## config.mk

```make
export PLATFORM = sky130hd
export DESIGN_NAME = pm_timer
export DESIGN_NICKNAME = d
export VERILOG_FILES = /design/src/rtl/pm_timer.sv
export SDC_FILE = /design/constraint.sdc
export NUM_CORES = 1
export LEC_CHECK = 0
export BUFFER_PORTS_ARGS = -buffer_cell sky130_fd_sc_hd__buf_4
export CORE_AREA = 2 2 66 93
export CTS_BUF_LIST = sky130_fd_sc_hd__clkbuf_8
export DETAILED_ROUTE_END_ITERATION = 8
export DIE_AREA = 0 0 68 95
export SLEW_MARGIN = 15
export SYNTH_ARGS = -nofsm -noshare
export SYNTH_HDL_FRONTEND = slang
export SYNTH_SLANG_ARGS = --single-unit
```

## constraint.sdc

```tcl
create_clock -name clk -period 2.25 [get_ports clk]
set_input_delay 0.3375 -clock clk [delete_from_list [all_inputs] [get_ports clk]]
set_output_delay 0.3375 -clock clk [all_outputs]
set_load 0.01 [all_outputs]
```

## src/rtl/pm_timer.sv

```systemverilog
module pm_timer #(
  parameter int CW = 8,
  parameter int AW = 2,
  parameter logic [CW-1:0] PER_RST = '1
) (
  input  logic          clk,
  input  logic          rst_n,
  input  logic          tick,
  input  logic [AW-1:0] reg_addr,
  input  logic          reg_we,
  input  logic [CW-1:0] reg_wdata,
  output logic [CW-1:0] reg_rdata,
  input  logic          flag_clr,
  output logic          match_pulse,
  output logic          irq_flag
);
  localparam logic [AW-1:0] A_CNT = 0, A_PER = 1, A_CTL = 2;
  localparam int PSW = 4;

  logic [CW-1:0]  cnt, per;
  logic [6:0]     ctl;
  logic [PSW-1:0] pre, post, pre_last;
  logic           on, wr_cnt, wr_ctl, step, wrap, post_hit;

  assign on       = ctl[2];
  assign wr_cnt   = reg_we && reg_addr == A_CNT;
  assign wr_ctl   = reg_we && reg_addr == A_CTL;
  assign pre_last = ctl[1] ? 4'd15 : (ctl[0] ? 4'd3 : 4'd0);
  assign step     = tick && on && !wr_cnt && !wr_ctl && pre == pre_last;
  assign wrap     = step && cnt == per;
  assign post_hit = wrap && post == ctl[6:3];

  always_ff @(posedge clk or negedge rst_n)
    if (!rst_n) begin
      cnt <= '0; per <= PER_RST; ctl <= '0; pre <= '0; post <= '0;
      match_pulse <= 1'b0; irq_flag <= 1'b0;
    end else begin
      match_pulse <= wrap;
      if (wr_cnt || wr_ctl) begin
        pre <= '0; post <= '0;
      end else begin
        if (tick && on) pre <= (pre == pre_last) ? '0 : pre + 1'b1;
        if (wrap) post <= post_hit ? '0 : post + 1'b1;
      end
      if (wr_cnt) cnt <= reg_wdata;
      else if (step) cnt <= wrap ? '0 : cnt + 1'b1;
      if (reg_we && reg_addr == A_PER) per <= reg_wdata;
      if (wr_ctl) ctl <= reg_wdata[6:0];
      if (post_hit) irq_flag <= 1'b1;
      else if (flag_clr) irq_flag <= 1'b0;
    end

  always_comb
    case (reg_addr)
      A_CNT:   reg_rdata = cnt;
      A_PER:   reg_rdata = per;
      A_CTL:   reg_rdata = {1'b0, ctl};
      default: reg_rdata = '0;
    endcase

  p_match_at_zero_r2: assert property (@(posedge clk) disable iff (!rst_n)
    match_pulse |-> cnt == '0);
  p_ctl_keeps_cnt_r7: assert property (@(posedge clk) disable iff (!rst_n)
    $past(wr_ctl) |-> cnt == $past(cnt));
  p_off_no_match_r9: assert property (@(posedge clk) disable iff (!rst_n)
    match_pulse |-> $past(on));
  p_flag_sticky_r8: assert property (@(posedge clk) disable iff (!rst_n)
    ($past(irq_flag) && !$past(flag_clr)) |-> irq_flag);
  p_no_skip_r10: assert property (@(posedge clk) disable iff (!rst_n)
    !$past(wr_cnt) |-> (cnt == $past(cnt) || cnt == $past(cnt) + 1'b1 || cnt == '0));
  p_bit7_zero_r6: assert property (@(posedge clk) disable iff (!rst_n)
    reg_addr == A_CTL |-> !reg_rdata[7]);
endmodule

```

==> impl_metrics.ini, run 1 <==
[worst_setup_path]
cp.arrival_ns = 2.31
critPathCaptureType = flip-flop
crit_slowest_cell = or4b_1
crit_path_start = ctl[0]$_DFFE_PN0P_
cp.required_ns = 2.46
worstPathMaxFanout = 10
r2r_slack_ns = 0.16
r2r_start = ctl[0]$_DFFE_PN0P_
crit_chain = or3_4 > a2111oi_4 > o21ai_4 > or4b_1 > a31oi_1
cp-start-kind = flip-flop
max_stage_delay_ns = 0.51
worstSetupPathType = reg2reg

[layout]
nets = 246
area_growth_pct = 22.8
diodes = 0
fin_area_um2 = 2350
drive_gt1_frac = 0.310

[place]
hpwl_um = 3490
place_congestion = 0.835
place.port_buffers = 24
dpl_cell_area_um2 = 2240

[clock_network]
clockBufferDepth = 2
cts_hold_buffers = 0
cts_made_buffers = 5
clkTransAtPathRegs_ns = 0.07
cts_tree = done
clk_latency_ns = 0.29
root_buffer = clkbuf_8
htreeDepth = 2
cts_sinks = 33

[yosys]
ys_ff_latch = 33
synth_area_um2 = 1910
async_reset_ff_frac = 1.00
synth_edf_count = 0
synthCells = 191
synth_warnings = 0
yosysUniqueCellTypes = 38
synth_nets = 209
avgSynthCellArea_um2 = 10.0
yosys_most_used_dff = dfrtp_1
yosysSeqAreaShare = 0.437

[floorplanning]
io_pins = 25
initial_utilization = 0.336
num_rows = 33
die_w_um = 68
die-area_um2 = 6460
fp.dieH_um = 95
core_region_area_um2 = 5700

[sta]
tightest_slew_ns = 0.510
clock.fmax_ghz = 0.477
relSlewSlack = 0.660
fin_setup_tns_ns = 0
hold_violations = 14
report.final.slew_viol_count = 0
finalCritPeriodShare = 0.931
clock_skew_ns = 0.00738
setup_viol = 0
timing.hold.ws_ns = -0.0108
period_minus_slack_ns = 2.09
rsz0062_at_grt = no

[detailed_routing]
wirelength_um = 4800
dr.pass1.iters = 4
drtIter0Drc = 93
final_antenna_net_count = 0
num_vias = 1603
via_per_inst = 5.36
wl_per_cell_um = 16.1
drc = 0

[outcome]
status = finished with violations
failed_checks = hold timing

[global_routing]
grt_pass1_wl_um = 7770
grt_antenna_before_repair = 0
grt_use_total = 0.163
grt_max_degree = 34
grt_pass1_vias = 1592
gr-total-overflow = 0

[power_and_ir_drop]
ir_drop_v = 0.000222
leakage_uw = 0.00101
cellPowerDensity_nw_per_um2 = 787
total_power_uw = 1850

[flow_run]
cap_viol_max_count = 0

[min_path]
hold_path.class = in2async
## where the power goes
part / internal (uW) / leakage (uW) / switching [uW]
registers: 714 / 0.000395 / 110
clock network: 240 / 0.0000538 / 218
logic: 286 / 0.000566 / 279
## routing by layer
metal,wire length (um),vias to the layer above,GRT usage
met4,92,0,0.0633
met5,0,-,0
met1,2020,798,0.194
met3,129,7,0.0298
li1,-,771,-
met2,2560,27,0.283
## state kept, by name (all words and copies together), names as in the netlist
signal / cells
post: 4
cnt: 8
match_pulse: 1
ctl: 7
pre: 4
irq_flag: 1
per: 8
## cell type report
type | instances | area [um2]
Clock inverter | 2 | 7.51
Sequential cell | 33 | 836
Clock buffer | 6 | 82.6
Timing Repair Buffer | 37 | 278
Fill cell | 583 | 3350
Tap cell | 70 | 87.6
Inverter | 3 | 11.3
Multi-Input combinational cell | 148 | 1040
## stage by stage
step,setup WS [ns],util,instances
3_5_place_dp,0.0618,0.394,290
3_3_place_gp,0.113,0.394,290
6_report,0.155,0.412,299
5_1_grt,0.00594,0.412,299
4_1_cts,0.0612,0.409,298
2_1_floorplan,0.176,-,191
## cells in the final DEF, fill, tap and decap left out, types with 2 or more instances in the layout
| cell type | count |
|---|---|
| buf_4 | 37 |
| dfrtp_1 | 25 |
| nand2_1 | 20 |
| o21ai_0 | 17 |
| mux2_2 | 15 |
| a21oi_1 | 13 |
| xor2_1 | 12 |
| nor2_1 | 11 |
| mux2i_1 | 8 |
| dfstp_2 | 8 |
| a31oi_1 | 6 |
| clkbuf_8 | 6 |
| nand3_1 | 5 |
| inv_1 | 5 |
| and3_1 | 4 |
| nor2b_1 | 3 |
| or4_1 | 3 |
| ha_1 | 3 |
| nor4_2 | 2 |
| nor4_1 | 2 |
| nand2b_1 | 2 |
| or4b_1 | 2 |
| nor3_1 | 2 |
| a41oi_1 | 2 |
| nand4b_1 | 2 |
| xnor2_1 | 2 |
| o31ai_1 | 2 |
## synthesized netlist by cell type (3+ instances only)
master	number	area (um2)
a21oi_1	13	65.1
a31oi_1	6	37.5
and3_1	4	25.0
clkbuf_1	5	18.8
dfrtp_1	25	626
dfstp_2	8	210
ha_1	3	37.5
inv_1	3	11.3
mux2_2	15	169
mux2i_1	8	80.1
nand2_1	20	75.1
nand3_1	5	25.0
nor2_1	11	41.3
nor2b_1	3	18.8
o21ai_0	17	85.1
or4_1	3	22.5
xor2_1	12	105
## worst max-delay path, delay by kind of cell, from the launching register on
family,cells,cell delay [ns]
AOI/OAI and AO/OA,3,0.71
and+or+nand+nor,2,0.90
DFF,1,0.41
## worst paths after layout
check	cells after the start	endpoint
max	5	cnt[6]$_DFFE_PN0P_
min	1	post[3]$_DFFE_PN0P_
max reg2reg	5	cnt[6]$_DFFE_PN0P_
min reg2reg	1	irq_flag$_DFFE_PN0P_
max in group asynchronous	1	per[0]$_DFFE_PN1P_
min in group clk	2	per[7]$_DFFE_PN1P_
## cells by family after synthesis
| group | count (synthesis) | synth area share |
|---|---|---|
| mux | 23 | 0.130 |
| xor+xnor | 14 | 0.0641 |
| buf+inv | 10 | 0.0203 |
| fa+ha+maj | 3 | 0.0196 |
| compound gates | 48 | 0.159 |
| flops | 33 | 0.437 |
| simple gates | 60 | 0.169 |
## timing repair
action,4_1_cts,5_1_grt
endpoints found under the hold margin,0,0
buffers inserted,0,1
setup endpoints to repair,0,5
gates resized for setup,0,1
No activity file was read; power rests on OpenSTA's default activity.
==> run 2: changes to the inputs <==
--- a/config.mk
+++ b/config.mk
@@ -5,11 +5,12 @@
 export SDC_FILE = /design/constraint.sdc
 export NUM_CORES = 1
 export LEC_CHECK = 0
+export ABC_AREA = 1
 export BUFFER_PORTS_ARGS = -buffer_cell sky130_fd_sc_hd__buf_4
-export CORE_AREA = 2 2 66 93
+export CORE_AREA = 5 5 70 98
 export CTS_BUF_LIST = sky130_fd_sc_hd__clkbuf_8
 export DETAILED_ROUTE_END_ITERATION = 8
-export DIE_AREA = 0 0 68 95
+export DIE_AREA = 0 0 75 103
 export SLEW_MARGIN = 15
 export SYNTH_ARGS = -nofsm -noshare
 export SYNTH_HDL_FRONTEND = slang
==> run 2 against run 1 <==
Compared with the run above:
- the flow still finishes with violations (hold timing)
- total power grew 1.8%
- first-iteration DRC count grew 19%
- clock power grew 8.3%
- die area grew 20%
- critical path depth is the same
- maximum frequency grew 22%
- global-route usage shrank 2.5 points
==> impl_metrics.ini, run 2 <==
[worst_setup_path]
crit_slowest_cell = nor2_2
max_stage_delay_ns = 0.33
critPathCaptureType = output port
r2r_slack_ns = 0.68
ff2ff_path_depth = 6
cp-start-kind = primary input
worstPathMaxFanout = 6
critical_path.endpoint = reg_rdata[0]
path_depth = 5
crit_path_start = reg_addr[0]
crit_chain = buf_4 > nor2_2 > inv_1 > o221ai_1 > buf_4
r2r_start = per[7]$_DFFE_PN1P_
path_buf_inv = 3
regToRegEndpoint = cnt[1]$_DFFE_PN0P_
cp.required_ns = 1.91
cp.arrival_ns = 1.38
path_common_cell = buf_4
worstSetupPathType = in2out
critPathTopFamily = buffers and inverters

[clock_network]
cts_made_buffers = 5
clockBufferDepth = 2
cts_setup_buffers = 0
cts_sinks = 33
root_buffer = clkbuf_8
post_cts_resized = 0
cts_tree = done
clk_latency_ns = 0.28
clkTransAtPathRegs_ns = 0.07
htreeDepth = 2
cts_hold_buffers = 0

[yosys]
yosys_most_used_dff = dfrtp_1
yosysUniqueCellTypes = 31
ys_top_cells_by_count = 75 x nand2_1, 35 x inv_1, 25 x dfrtp_1, 19 x nand3_1, 17 x nor2_1
yosysSeqAreaShare = 0.422
synth_area_um2 = 1980
ys_ff_latch = 33
synth_edf_count = 0
async_reset_ff_frac = 1.00
synth_most_common_cell = nand2_1
synth_top_cell_by_area = dfrtp_1
avgSynthCellArea_um2 = 7.71
synth_top_area_share = 0.316
synth_warnings = 0
synthCells = 257
synthTopCellsByArea = dfrtp_1 32%, nand2_1 14%, dfstp_2 11%, inv_1 6.6%, nand3_1 4.8%
synth_nets = 275

[detailed_routing]
dr.pass1.iters = 4
wl_per_cell_um = 13.8
via_per_inst = 4.82
num_vias = 1721
final_antenna_net_count = 0
drtIter0Drc = 111
drc = 0
wirelength_um = 4910

[floorplanning]
io_pins = 25
fp.dieH_um = 103
die_w_um = 75
initial_utilization = 0.330
num_rows = 34
core_region_area_um2 = 6000
die-area_um2 = 7730

[sta]
layout_setup_ws_ns = 0.535
clock.fmax_ghz = 0.583
clock_skew_ns = 0.00314
fin_setup_tns_ns = 0
hold_violations = 7
finalCritPeriodShare = 0.762
report.final.slew_viol_count = 0
tightest_slew_ns = 0.526
setup_viol = 0
period_minus_slack_ns = 1.71
relSlewSlack = 0.648
timing.hold.ws_ns = -0.0124
rsz0062_at_grt = no

[global_routing]
grt_pass1_vias = 1727
grt_pass1_wl_um = 8090
gr-total-overflow = 0
grt_antenna_before_repair = 0
grt_max_degree = 34
grt_use_total = 0.138

[layout]
final_util = 0.390
fin_area_um2 = 2340
final_common_cell = nand2_1
reg_top3 = cnt: 8 flops, per: 8 flops, ctl: 7 flops
nets = 302
final_cell_mix = 75 x nand2_1, 35 x inv_1, 25 x dfrtp_1, 25 x buf_4, 19 x nand3_1
diodes = 0
area_growth_pct = 18.2
drive_gt1_frac = 0.182

[place]
hpwl_um = 3650
dpl_cell_area_um2 = 2240
pre_cts_ws_ns = 0.511
place.port_buffers = 24
place_congestion = 0.825

[min_path]
hold_path.class = in2async

[flow_run]
cap_viol_max_count = 0

[power_and_ir_drop]
cellPowerDensity_nw_per_um2 = 803
ir_drop_v = 0.000310
leakage_uw = 0.00120

[outcome]
status = finished with violations
failed_checks = hold timing
[run 2: power breakdown]
| part | internal (uW) | switching [uW] | leakage, uW |
|---|---|---|---|
| Sequential | 714 | 126 | 0.000407 |
| Clock | 277 | 220 | 0.0000542 |
| Combinational | 235 | 308 | 0.000737 |
| Total | 1230 | 654 | 0.00120 |
[run 2: stage by stage]
step | instances | power [uW]
2_1_floorplan | 257 | 1220
3_3_place_gp | 349 | 1390
3_5_place_dp | 349 | 1400
4_1_cts | 357 | 1900
5_1_grt | 357 | 2020
6_report | 357 | 1880
[run 2: worst min path at each step]
stage | endpoint | slack [ns] | depth (start not counted)
global placement | cnt[7]$_DFFE_PN0P_ | 0.31 | 1
floorplan | cnt[0]$_DFFE_PN0P_ | 0.04 | 0
CTS | cnt[7]$_DFFE_PN0P_ | 0.007 | 1
finish | cnt[7]$_DFFE_PN0P_ | -0.01 | 1
detailed placement | cnt[7]$_DFFE_PN0P_ | 0.32 | 1
global route | cnt[2]$_DFFE_PN0P_ | 0.02 | 1
[run 2: cells by family after synthesis]
kind of cell | Yosys count | synth area share
xor gates and xnor gates | 14 | 0.0619
buffers and inverters | 41 | 0.0783
muxes | 1 | 0.00569
DFF | 33 | 0.422
and+or+nand+nor | 132 | 0.313
adders and majority gates | 3 | 0.0190
AOI/OAI and AO/OA | 33 | 0.100
[run 2: final cells by class]
class | instances | area [um2]
fill | 635 | 3660
multi-input combinational | 183 | 990
sequential | 33 | 836
timing repair buffer | 25 | 188
inverter | 36 | 136
clock buffer | 7 | 96.3
tap | 72 | 90.1
clock inverter | 1 | 5.00
[run 2: worst reg2reg max path: cells and delay by family, from the launching register on]
family / cells / cell delay [ns]
and+or+nand+nor: 4 / 0.69
xor gates and xnor gates: 1 / 0.12
DFF: 1 / 0.56
AOI/OAI and AO/OA: 1 / 0.09
[run 2: metal layers]
| metal | vias to the layer above | global-route usage | routed length, um |
|---|---|---|---|
| li1 | 886 | - | - |
| met1 | 783 | 0.169 | 2030 |
| met2 | 48 | 0.234 | 2520 |
| met3 | 4 | 0.0273 | 294 |
| met4 | 0 | 0.0548 | 61 |
| met5 | - | 0 | 0 |
